`src/rtl/rtcsf_pkg.sv`:
```
package rtcsf_pkg;
  localparam logic [7:0] CTRL_ADDR_A = 8'h0F;
  localparam logic [7:0] CTRL_ADDR_B = 8'h1F;
  localparam logic [7:0] STAT_ADDR   = 8'h0E;
  localparam int SEL_HI  = 7;
  localparam int SEL_LO  = 6;
  localparam int UIE_BIT = 5;
  localparam int F_UPD   = 0;
  localparam int F_COMP  = 1;
  localparam int F_LOSS  = 2;
  localparam int NFLAGS  = 3;
  localparam logic [1:0] SEL_RESET = 2'b01;

  // ticks per compensation interval for a tick rate of hz
  function automatic int interval_ticks(input logic [1:0] sel, input int hz);
    int t;
    case (sel)
      2'b00:   t = hz / 2;
      2'b01:   t = 2 * hz;
      2'b10:   t = 10 * hz;
      default: t = 30 * hz;
    endcase
    if (t < 1) t = 1;
    return t;
  endfunction
endpackage

```
`src/rtl/rtcsf_sticky_flag.sv`:
```
module rtcsf_sticky_flag #(
  parameter logic RESET_VAL = 1'b0
) (
  input  logic clk,
  input  logic rst_n,
  input  logic set,
  input  logic wr_zero,
  output logic q
);
  always_ff @(posedge clk) begin
    if (!rst_n) q <= RESET_VAL;
    else        q <= set | (q & ~wr_zero);
  end

  assert_hold_R5: assert property (@(posedge clk) disable iff (!rst_n)
    (q && !wr_zero) |=> q);
  assert_clear_R5: assert property (@(posedge clk) disable iff (!rst_n)
    (wr_zero && !set) |=> !q);
  assert_set_wins_R6: assert property (@(posedge clk) disable iff (!rst_n)
    set |=> q);
endmodule

```
`src/rtl/rtcsf_interval_timer.sv`:
```
module rtcsf_interval_timer
  import rtcsf_pkg::*;
#(
  parameter int TICK_HZ = 2,
  parameter int CNT_W   = $clog2(30 * TICK_HZ + 1)
) (
  input  logic       clk,
  input  logic       rst_n,
  input  logic       tick,
  input  logic [1:0] sel,
  input  logic       restart,
  output logic       strobe
);
  logic [CNT_W-1:0] cnt;
  logic [CNT_W-1:0] limit;
  logic             at_end;

  assign limit  = CNT_W'(interval_ticks(sel, TICK_HZ));
  assign at_end = (cnt >= limit - CNT_W'(1));

  always_ff @(posedge clk) begin
    if (!rst_n) begin
      cnt    <= '0;
      strobe <= 1'b0;
    end else if (restart) begin
      cnt    <= '0;
      strobe <= 1'b0;
    end else begin
      strobe <= tick & at_end;
      if (tick) cnt <= at_end ? '0 : cnt + CNT_W'(1);
    end
  end

  assert_cnt_range_R3: assert property (@(posedge clk) disable iff (!rst_n)
    cnt < limit);
  assert_strobe_from_tick_R3: assert property (@(posedge clk) disable iff (!rst_n)
    strobe |-> $past(tick));
  assert_restart_clears_R4: assert property (@(posedge clk) disable iff (!rst_n)
    restart |=> (cnt == '0 && !strobe));
endmodule

```
`src/rtl/rtc_status_ctrl.sv`:
```
module rtc_status_ctrl
  import rtcsf_pkg::*;
#(
  parameter int TICK_HZ = 2
) (
  input  logic       clk,
  input  logic       rst_n,
  input  logic       tick,
  input  logic       upd_evt,
  input  logic       osc_stop,
  input  logic       comp_halt,
  input  logic       wr_en,
  input  logic [7:0] addr,
  input  logic [7:0] wdata,
  output logic [7:0] rdata,
  output logic       comp_strobe,
  output logic       int_oe
);
  localparam logic [NFLAGS-1:0] FLAG_RST = NFLAGS'(3'b110);

  logic              ctrl_hit, stat_hit, ctrl_wr, stat_wr;
  logic [1:0]        sel_q;
  logic              uie_q;
  logic [NFLAGS-1:0] flag_set, flag_clr, flags;

  assign ctrl_hit = (addr == CTRL_ADDR_A) || (addr == CTRL_ADDR_B);
  assign stat_hit = (addr == STAT_ADDR);
  assign ctrl_wr  = wr_en & ctrl_hit;
  assign stat_wr  = wr_en & stat_hit;

  always_ff @(posedge clk) begin
    if (!rst_n) begin
      sel_q <= SEL_RESET;
      uie_q <= 1'b0;
    end else if (ctrl_wr) begin
      sel_q <= wdata[SEL_HI:SEL_LO];
      uie_q <= wdata[UIE_BIT];
    end
  end

  always_comb begin
    flag_set         = '0;
    flag_set[F_UPD]  = upd_evt;
    flag_set[F_COMP] = comp_halt;
    flag_set[F_LOSS] = osc_stop;
  end

  for (genvar i = 0; i < NFLAGS; i++) begin : g_flag
    assign flag_clr[i] = stat_wr & ~wdata[i];
    rtcsf_sticky_flag #(.RESET_VAL(FLAG_RST[i])) u_flag (
      .clk     (clk),
      .rst_n   (rst_n),
      .set     (flag_set[i]),
      .wr_zero (flag_clr[i]),
      .q       (flags[i])
    );
  end

  rtcsf_interval_timer #(.TICK_HZ(TICK_HZ)) u_timer (
    .clk     (clk),
    .rst_n   (rst_n),
    .tick    (tick),
    .sel     (sel_q),
    .restart (ctrl_wr),
    .strobe  (comp_strobe)
  );

  always_comb begin
    rdata = '0;
    if (ctrl_hit) begin
      rdata[SEL_HI:SEL_LO] = sel_q;
      rdata[UIE_BIT]       = uie_q;
    end else if (stat_hit) begin
      rdata[NFLAGS-1:0] = flags;
    end
  end

  assign int_oe = uie_q & flags[F_UPD];

  assert_ctrl_pad_zero_R2: assert property (@(posedge clk) disable iff (!rst_n)
    ctrl_hit |-> (rdata[4:0] == 5'd0));
  assert_int_drop_R7: assert property (@(posedge clk) disable iff (!rst_n)
    (flag_clr[F_UPD] && !upd_evt) |=> !int_oe);
  assert_int_rise_R7: assert property (@(posedge clk) disable iff (!rst_n)
    (upd_evt && uie_q && !ctrl_wr) |=> int_oe);
endmodule

```
`config.mk`:
```
export PLATFORM = sky130hd
export DESIGN_NAME = rtc_status_ctrl
export DESIGN_NICKNAME = d
export VERILOG_FILES = /design/src/rtl/rtcsf_pkg.sv /design/src/rtl/rtcsf_sticky_flag.sv /design/src/rtl/rtcsf_interval_timer.sv /design/src/rtl/rtc_status_ctrl.sv
export SDC_FILE = /design/constraint.sdc
export NUM_CORES = 1
export LEC_CHECK = 0
export ABC_CLOCK_PERIOD_IN_PS = 3400
export BUFFER_PORTS_ARGS = -buffer_cell sky130_fd_sc_hd__buf_2
export CAP_MARGIN = 5
export CORE_MARGIN = 4
export CORE_UTILIZATION = 30
export DETAILED_ROUTE_END_ITERATION = 8
export GPL_TIMING_DRIVEN = 0
export PLACE_DENSITY = 0.59
export SYNTH_ARGS = -nofsm -noshare
export SYNTH_HDL_FRONTEND = slang
export SYNTH_SLANG_ARGS = --single-unit
export TNS_END_PERCENT = 1
```
`constraint.sdc`:
```
create_clock -name clk -period 3.4 [get_ports clk]
set_input_delay 0 -clock clk [delete_from_list [all_inputs] [get_ports clk]]
set_output_delay 0 -clock clk [all_outputs]
set_load 0.02 [all_outputs]
```
==> out/results.tsv, run 1 <==
metric	value	unit
area share of the largest cell type after synthesis	35.43	%
Layout fillers	233	
ranking of synthesized cells by area	dfxtp_1 35%, ha_1 10%, nand2_1 5.1%	
routed wire length per instance	10.78	µm
P_leak	0.0004786	µW
Die ar.	3304	µm²
CP bufs+invs	0	
crit share post-route	52.61	%
site row count	17	
core area	2276	µm²
root buf cell	clkbuf_4	
via count	696	
crit-path leading delay family	compound AO/OA/AOI/OAI gates	
register area	260.3	µm²
synth unique cells	28	
Yosys warnings	0	
initial antenna violation count	0	
final instance area	1010	µm²
largest family of logic cells by synthesized area	simple AND/OR/NAND/NOR gates	
DRT Pass-1 Iters	2	
critical path type	flop to flop	
CTS tree	yes	
Synth Area in XOR/XNOR	5.963	%
WP data required	3.55	ns
number of H-tree levels	1	
final non-filler cell total	154	
Synth Flop Type	dfxtp_1	
Multi-input gate area	444.2	µm²
GP Congestion	0.7692	
fraction of the mapped netlist area in compound gates	11.07	%
total CTS buffers	3	
RSZ-0062 raised after global routing	false	
Cell Pwr Density	294.6	nW/µm²
routed vias/inst	4.519	
Peak VDD IR	0.2305	mV
Critical Path Start Type	flop	
Max Freq	0.5590	GHz
multiplexer share of the synthesized area	1.363	%
CP cell instances	or2_2 > ha_1 > nor2b_1 > o2111a_1 > o211ai_2 > nor2_1	
dpl cells	143	
Total Wirelength	1.660	mm
number of synthesized flops with an enable pin	0	
nets	156	
Mapped Cells	86	
Synth Area in Adders	10.22	%
sequential share of the synthesized area	35.43	%
CTS clk-pin slew, worst paths	0.08	ns
Initial DRC Count	10	
crit path time final	1.789	ns
first-pass GRT wire length	2.904	mm
clock sink count	13	
die height	57.48	µm
# DRC	0	
Worst Hold Slack	0.02544	ns
post-route ant nets	0	
Area growth syn-to-layout	37.48	%
Slowest-stage cell, CP	dfxtp_1	
Post-Syn Area	734.5	µm²
grt ovf	0	
final setup fails	0	
GR Util All Layers	10.93	%
IO Port Bufs	28	
diode count	0	
FFs w/ async S/R, synth	0	%
Pins Over Slew Limit	0	
dpl cell area	913.4	µm²
Clk Latency, worst-skew pair	0.27	ns
Synth area leader	dfxtp_1	
critical path endpoint category	flop	
outcome	finished, final reports clean	
vias in the first global route	742	
largest net degree at the start of global routing	8	
post-route setup TNS	0	ns
crit path DAT	1.94	ns
final hold violation count	0	
Clock Skew	0.002734	ns
Largest stage delay, worst path	0.36	ns
layout cells sized above 1	32.54	%
Initial Util	32.27	%
simple-gate share of the synthesized area	30.83	%
DP Wirelength	1.272	mm
mean post-synth cell area	8.540	µm²
Seq cells post-synth	13	
Critical Path Fanout Max	6	
io pins	33	
Max clock buf depth	2	
DIE WIDTH	57.48	µm
Max-Cap Viols	0	
Hold Crit Class	input pin to flop	
[cell usage after synthesis (all sizes together), types with 2 or more instances]
| cell type | count |
|---|---|
| xnor2 | 2 |
| o21ai | 2 |
| nand3 | 4 |
| and2 | 7 |
| buf | 2 |
| xor2 | 3 |
| inv | 5 |
| a211o | 2 |
| a21oi | 4 |
| and3 | 2 |
| dfxtp | 13 |
| nand4 | 3 |
| nand3b | 2 |
| ha | 6 |
| nand2 | 10 |
| nor2 | 9 |
[through the flow]
stage | util (%) | total power [µW] | worst slack [ns]
after global placement | 40.13 | 201.8 | 1.636
after floorplan | - | 184.6 | 1.782
after detailed placement | 40.13 | 202.6 | 1.607
after global routing | 44.37 | 314.9 | 1.485
after CTS | 44.37 | 302.8 | 1.595
final | 44.37 | 297.5 | 1.611
[final timing paths]
kind,startpoint,to,slack [ns],cells past startpoint
setup / recovery,sel_q[1]$_SDFFE_PN0P_,u_timer.cnt[2]$_SDFFE_PP0P_,1.61,6
hold / removal,wdata[2],g_flag[2].u_flag.q$_SDFF_PN1_,0.03,3
setup reg to reg,sel_q[1]$_SDFFE_PN0P_,u_timer.cnt[2]$_SDFFE_PP0P_,1.61,6
hold reg to reg,g_flag[2].u_flag.q$_SDFF_PN1_,g_flag[2].u_flag.q$_SDFF_PN1_,0.46,1
[cell families (layout without fill, tap and decap cells)]
logic type / Yosys count / after routing
xor gates and xnor gates: 5 / 5
DFF: 13 / 13
buffers and inverters: 7 / 46
muxes: 1 / 1
adders and majority gates: 6 / 6
other: 1 / 2
and+or+nand+nor: 42 / 42
AOI/OAI and AO/OA: 11 / 11
[routing by layer]
layer / GRT usage, % / wire length [µm] / share of wire, % / vias up
met5: 0 / 0 / 0 / -
met4: 0 / 0 / 0 / 0
met3: 4.751 / 152 / 9.2 / 0
met2: 20.32 / 791 / 48 / 30
met1: 12.13 / 716 / 43 / 294
li1: - / - / - / 372
[flip-flops by register name, summed over array words and instances (netlist names)]
| name | flops |
|---|---|
| uie_q | 1 |
| sel_q | 2 |
| g_flag.u_flag.q | 3 |
| u_timer.strobe | 1 |
| u_timer.cnt | 6 |
[worst reg2reg max path, cell delays in order, from the launching register on]
cell      delay, ns
dfxtp_1        0.36
or2_2          0.32
ha_1           0.27
nor2b_1        0.04
o2111a_1       0.27
o211ai_2       0.32
nor2_1         0.10
[placed cells by master, fill, tap and decap left out, types with 4 or more instances in the layout]
cell type / count
nand3_1: 4
ha_1: 6
buf_2: 28
inv_1: 5
nand2_1: 10
nor2_1: 9
dfxtp_1: 13
and2_1: 4
dlygate4sd3_1: 7
a21oi_1: 4
[layout make-up]
class | count | share of cell area (%)
multi-input combinational | 67 | 43.99
sequential | 13 | 25.77
timing repair buffer | 35 | 20.82
tap | 28 | 3.470
clock buffer | 4 | 2.602
inverter | 5 | 1.859
buffer | 2 | 1.487
[repair_timing]
item,CTS,global route
hold buffers,7,0
buffers inserted,0,0
resized for setup,0,0
endpoints found under the hold margin,7,0
[power by group]
part           internal, µW  switching [µW]  total [µW]  leakage (µW)
combinational          24.7            19.9        44.6      0.000358
clock                  45.4            47.4        92.8     0.0000150
sequential              156            3.94         160      0.000106
(Power assumes the default switching activity.)
==> run 2: changes to the inputs <==
ABC_AREA = 1   (was not set)
ABC_CLOCK_PERIOD_IN_PS = 1600   (was 3400)
PLACE_DENSITY = 0.6   (was 0.59)
clock period = 1.6 ns   (was 3.4 ns; I/O delays follow)
==> out/results.tsv, run 2 <==
metric	value	unit	change
DRT Pass-1 Iters	2		unchanged
ranking of synthesized cells by area	dfxtp_1 31%, nand2_1 12%, ha_1 9.0%		was dfxtp_1 35%, ha_1 10%, nand2_1 5.1%
P_int	485.2	µW	was 226.3 µW
Synth area leader	dfxtp_1		unchanged
DIE WIDTH	60.86	µm	was 57.48 µm
Post-synth top cells	26 x nand2_1, 19 x nor2_1, 18 x inv_1, 13 x dfxtp_1, 6 x ha_1		was 13 x dfxtp_1, 10 x nand2_1, 9 x nor2_1, 6 x ha_1, 5 x inv_1
Clk Latency, worst-skew pair	0.27	ns	about the same
post-route setup TNS	0	ns	unchanged
die height	60.86	µm	was 57.48 µm
Regs by FF count	u_timer.cnt x6, g_flag.u_flag.q x3, sel_q x2		unchanged
final hold violation count	0		unchanged
Initial Util	32.65	%	was 32.27%
crit share post-route	90.25	%	was 52.61%
WP data required	1.81	ns	was 3.55 ns
nets	191		was 156
via count	835		was 696
Mapped Cells	118		was 86
total CTS buffers	3		unchanged
Synth Flop Type	dfxtp_1		unchanged
largest net degree at the start of global routing	8		unchanged
Critical Path Start Type	flop		unchanged
Die ar.	3704	µm²	was 3304 µm²
reg2reg start	sel_q[0]$_SDFFE_PN1P_		was sel_q[1]$_SDFFE_PN0P_
routed wire length per instance	9.309	µm	was 10.78 µm
Max clock buf depth	2		unchanged
most common cell after layout, fill and taps aside	buf_2		unchanged
GR Util All Layers	11.42	%	was 10.93%
IO Port Bufs	27		was 28
root buf cell	clkbuf_4		unchanged
mean post-synth cell area	7.104	µm²	was 8.540 µm²
routed vias/inst	4.372		was 4.519
P_leak	0.0006076	µW	was 0.0004786 µW
count leader, synth	nand2_1		was dfxtp_1
Final WS setup	0.1559	ns	was 1.611 ns
first-pass GRT wire length	3.153	mm	was 2.904 mm
Max-Cap Viols	0		unchanged
area share of the largest cell type after synthesis	31.04	%	was 35.43%
initial antenna violation count	0		unchanged
CTS clk-pin slew, worst paths	0.08	ns	about the same
layout cells sized above 1	27.95	%	was 32.54%
Post-Syn Area	838.3	µm²	was 734.5 µm²
Pins Over Slew Limit	0		unchanged
RSZ-0062 raised after global routing	false		unchanged
DP Wirelength	1.446	mm	was 1.272 mm
Hold Crit Class	input pin to flop		unchanged
crit path launch	sel_q[0]$_SDFFE_PN1P_		was sel_q[1]$_SDFFE_PN0P_
number of synthesized flops with an enable pin	0		unchanged
Max Freq	0.6925	GHz	was 0.5590 GHz
io pins	33		unchanged
crit path DAT	1.66	ns	was 1.94 ns
critical path endpoint category	flop		unchanged
number of H-tree levels	1		unchanged
Reg with most FFs	u_timer.cnt		unchanged
clock sink count	13		unchanged
Clock Skew	0.0003699	ns	was 0.002734 ns
Critical Path Fanout Max	6		unchanged
Initial DRC Count	3		was 10
Clock power frac	30.6	%	was 31.2%
Area growth syn-to-layout	37.31	%	was 37.48%
Net Sw Power	171.2	µW	was 71.21 µW
CTS tree	yes		unchanged
Yosys warnings	0		unchanged
most frequent cells in the layout	28 x buf_2, 26 x nand2_1, 19 x nor2_1, 18 x inv_1, 13 x dfxtp_1		was 28 x buf_2, 13 x dfxtp_1, 10 x nand2_1, 9 x nor2_1, 7 x dlygate4sd3_1
site row count	18		was 17
Cell Pwr Density	570.2	nW/µm²	was 294.6 nW/µm²
post-placement worst setup slack	0.1498	ns	was 1.607 ns
combinational share of power	17.3	%	was 15.0%
core area	2567	µm²	was 2276 µm²
CTS resizes	0		unchanged
Total Wirelength	1.778	mm	was 1.660 mm
Peak VDD IR	0.3136	mV	was 0.2305 mV
switch share	26.08	%	was 23.94%
# DRC	0		unchanged
final setup fails	0		unchanged
max reg flops	6		unchanged
grt ovf	0		unchanged
hold_sp	wdata[0]		was wdata[2]
synth unique cells	25		was 28
FFs w/ async S/R, synth	0	%	unchanged
outcome	finished, final reports clean		unchanged
hold bufs inserted after CTS	11		was 7
Seq cells post-synth	13		unchanged
critical path type	flop to flop		unchanged
sequential share of the synthesized area	31.04	%	was 35.43%
GP Congestion	0.7690		was 0.7692
vias in the first global route	816		was 742
diode count	0		unchanged
sequential power share	52.1	%	was 53.8%
post-route ant nets	0		unchanged
crit path time final	1.444	ns	was 1.789 ns
Post-CTS Repair Setup Buffers	0		unchanged
## run 2: final timing paths
path	to	cells past startpoint	slack [ns]
hold reg to reg	g_flag[0].u_flag.q$_SDFF_PN0_	2	0.49
hold / removal	g_flag[0].u_flag.q$_SDFF_PN0_	5	0.09
setup / recovery	u_timer.cnt[2]$_SDFFE_PP0P_	12	0.16
setup reg to reg	u_timer.cnt[2]$_SDFFE_PP0P_	12	0.16
## run 2: power groups by stage
stage	sequential, µW	clock (µW)	combinational [µW]
after floorplan	348	0	62.3
after CTS	342	212	114
after global placement	349	0	99.0
after detailed placement	350	0	103
final	342	201	113
after global routing	344	229	128
## run 2: kinds of logic after synthesis
group                      after synthesis  share of synthesized area, %
AOI/OAI and AO/OA                        5                         3.284
xor gates and xnor gates                 5                         5.225
adders and majority gates                6                         8.955
buffers and inverters                   22                         10.89
DFF                                     13                         31.04
muxes                                    1                         1.194
other                                    1                        0.4473
and+or+nand+nor                         65                         38.95
## run 2: layer usage
| layer | wire length, µm | vias up | track usage (%) |
|---|---|---|---|
| li1 | - | 447 | - |
| met1 | 726 | 369 | 11.61 |
| met2 | 973 | 19 | 21.07 |
| met3 | 79 | 0 | 2.979 |
| met4 | 0 | 0 | 6.192 |
| met5 | 0 | - | 0 |
## run 2: area by class of cell
class                   instances  area, µm²
inverters                      19      71.32
well taps                      30      37.54
fillers                       271       1416
repair buffers                 38      245.2
plain buffers                   3      20.02
flip-flops and latches         13      260.3
clock buffers                   4      26.28
multi-input cells              84      490.5
## run 2: stage by stage
| stage | instances | power [µW] | instance area [µm²] | hold slack, ns | util (%) |
|---|---|---|---|---|---|
| final | 191 | 656.3 | 1151 | 0.08923 | 44.83 |
| after global placement | 176 | 448.4 | 1015 | 0.1958 | 39.52 |
| after CTS | 191 | 668.7 | 1151 | 0.08716 | 44.83 |
| after detailed placement | 176 | 452.8 | 1015 | 0.1953 | 39.52 |
| after global routing | 191 | 700.5 | 1151 | 0.09662 | 44.83 |
| after floorplan | 119 | 410.5 | 842.1 | 0.08465 | - |
## run 2: critical path: stages, from the launching register on
cell and delay, ns:
dfxtp_1 0.34, nor2_1 0.15, inv_1 0.06, ha_1 0.27, inv_1 0.05, nand2_1 0.04
nand2_1 0.05, nand2_1 0.04, nand2_1 0.05, nand2_1 0.05, nand2_1 0.11, nand2_4 0.09
nor2_1 0.09
==> run 3: changes to the inputs <==
ABC_CLOCK_PERIOD_IN_PS = 1800   (was 1600)
PLACE_DENSITY = 0.58   (was 0.6)
clock period = 1.8 ns   (was 1.6 ns; I/O delays follow)
==> out/results.tsv, run 3 (synthesis gave the netlist of run 2 again) <==
metric	value	unit	change
max reg flops	6		unchanged
Post-CTS Repair Setup Buffers	0		unchanged
final setup fails	0		unchanged
number of H-tree levels	1		unchanged
vias in the first global route	812		was 816
Initial Util	32.65	%	unchanged
post-route setup TNS	0	ns	unchanged
P_leak	0.0006076	µW	unchanged
critical path endpoint category	flop		unchanged
DP Wirelength	1.444	mm	was 1.446 mm
critical path type	flop to flop		unchanged
Total Wirelength	1.804	mm	was 1.778 mm
crit path DAT	1.69	ns	was 1.66 ns
Critical Path Fanout Max	6		unchanged
Critical Path Start Type	flop		unchanged
io pins	33		unchanged
GP Congestion	0.7517		was 0.7690
routed vias/inst	4.162		was 4.372
DIE WIDTH	60.86	µm	unchanged
Clock Skew	0.003868	ns	was 0.0003699 ns
Initial DRC Count	14		was 3
Die ar.	3704	µm²	unchanged
total CTS buffers	3		unchanged
CTS clk-pin slew, worst paths	0.08	ns	about the same
Max clock buf depth	2		unchanged
Reg with most FFs	u_timer.cnt		unchanged
clock sink count	13		unchanged
final hold violation count	0		unchanged
die height	60.86	µm	unchanged
Regs by FF count	u_timer.cnt x6, g_flag.u_flag.q x3, sel_q x2		unchanged
post-route ant nets	0		unchanged
Pins Over Slew Limit	0		unchanged
crit path time final	1.472	ns	was 1.444 ns
Cell Pwr Density	511.5	nW/µm²	was 570.2 nW/µm²
outcome	finished, final reports clean		unchanged
# DRC	0		unchanged
RSZ-0062 raised after global routing	false		unchanged
Layout Utilization	44.83	%	unchanged
layout cells sized above 1	27.95	%	unchanged
root buf cell	clkbuf_4		unchanged
Max-Cap Viols	0		unchanged
site row count	18		unchanged
largest net degree at the start of global routing	8		unchanged
GR Util All Layers	11.29	%	was 11.42%
routed wire length per instance	9.445	µm	was 9.309 µm
Max Freq	0.6792	GHz	was 0.6925 GHz
crit share post-route	81.79	%	was 90.25%
Area growth syn-to-layout	37.31	%	unchanged
nets	191		unchanged
via count	795		was 835
initial antenna violation count	0		unchanged
Hold Crit Class	input pin to flop		unchanged
IO Port Bufs	27		unchanged
first-pass GRT wire length	3.201	mm	was 3.153 mm
WP data required	2.01	ns	was 1.81 ns
Peak VDD IR	0.4355	mV	was 0.3136 mV
Clk Latency, worst-skew pair	0.28	ns	was 0.27 ns
diode count	0		unchanged
grt ovf	0		unchanged
CTS tree	yes		unchanged
most frequent cells in the layout	28 x buf_2, 26 x nand2_1, 19 x nor2_1, 18 x inv_1, 13 x dfxtp_1		unchanged
CTS resizes	0		unchanged
DRT Pass-1 Iters	3		was 2
core area	2567	µm²	unchanged
most common cell after layout, fill and taps aside	buf_2		unchanged
run 3: cell counts in the layout (fill, tap and decap cells not counted):
No cell type changed its count.
run 3: final cells by class:
| cell class | count | area, µm² |
|---|---|---|
| fill | 265 | 1416 |
| sequential | 13 | 260.3 |
| multi-input combinational | 84 | 490.5 |
| timing repair buffer | 38 | 245.2 |
| inverter | 19 | 71.32 |
| clock buffer | 4 | 26.28 |
| buffer | 3 | 20.02 |
| tap | 30 | 37.54 |
run 3: timing repair:
item,CTS,global route
endpoints found under the hold margin,6,0
hold buffers,11,0
setup endpoints to repair,0,0
run 3: critical path, stage by stage, from the launching register on:
cell,delay (ns)
dfxtp_1,0.35
nor2_1,0.16
inv_1,0.06
ha_1,0.26
inv_1,0.05
nand2_1,0.04
nand2_1,0.05
nand2_1,0.05
nand2_1,0.05
nand2_1,0.05
nand2_1,0.11
nand2_4,0.09
nor2_1,0.09
run 3: where the power goes:
part | internal [µW] | total [µW] | switching (µW)
combinational | 50.0 | 99.9 | 49.9
sequential | 295 | 304 | 8.74
clock | 85.9 | 185 | 99.0
total | 431 | 589 | 158
run 3: path summary, 6_finish.rpt:
check	startpoint	endpoint	slack, ns	depth (start not counted)
hold reg to reg	g_flag[0].u_flag.q$_SDFF_PN0_	g_flag[0].u_flag.q$_SDFF_PN0_	0.49	2
setup reg to reg	sel_q[0]$_SDFFE_PN1P_	u_timer.cnt[2]$_SDFFE_PP0P_	0.33	12
hold / removal	tick	u_timer.cnt[0]$_SDFFE_PP0P_	0.09	3
setup / recovery	sel_q[0]$_SDFFE_PN1P_	u_timer.cnt[2]$_SDFFE_PP0P_	0.33	12
run 3: routing by layer:
metal | GRT usage [%] | vias to the layer above | part of all wire (%)
li1 | - | 443 | -
met1 | 13.52 | 328 | 44
met2 | 20.00 | 24 | 48
met3 | 4.255 | 0 | 7.4
met4 | 0.9288 | 0 | 0
met5 | 0 | - | 0
run 3: per-stage QoR:
stage	setup slack (ns)	hold WS, ns	cell area [µm²]	total power (µW)	std cells
5_1_grt	0.1509	0.1131	1151	619.6	191
6_report	0.3277	0.08599	1151	588.8	191
2_1_floorplan	0.4787	0.08465	842.1	364.9	119
3_5_place_dp	0.3193	0.2043	1015	401.1	176
3_3_place_gp	0.3598	0.1937	1015	398.6	176
4_1_cts	0.2941	0.08848	1151	595.5	191
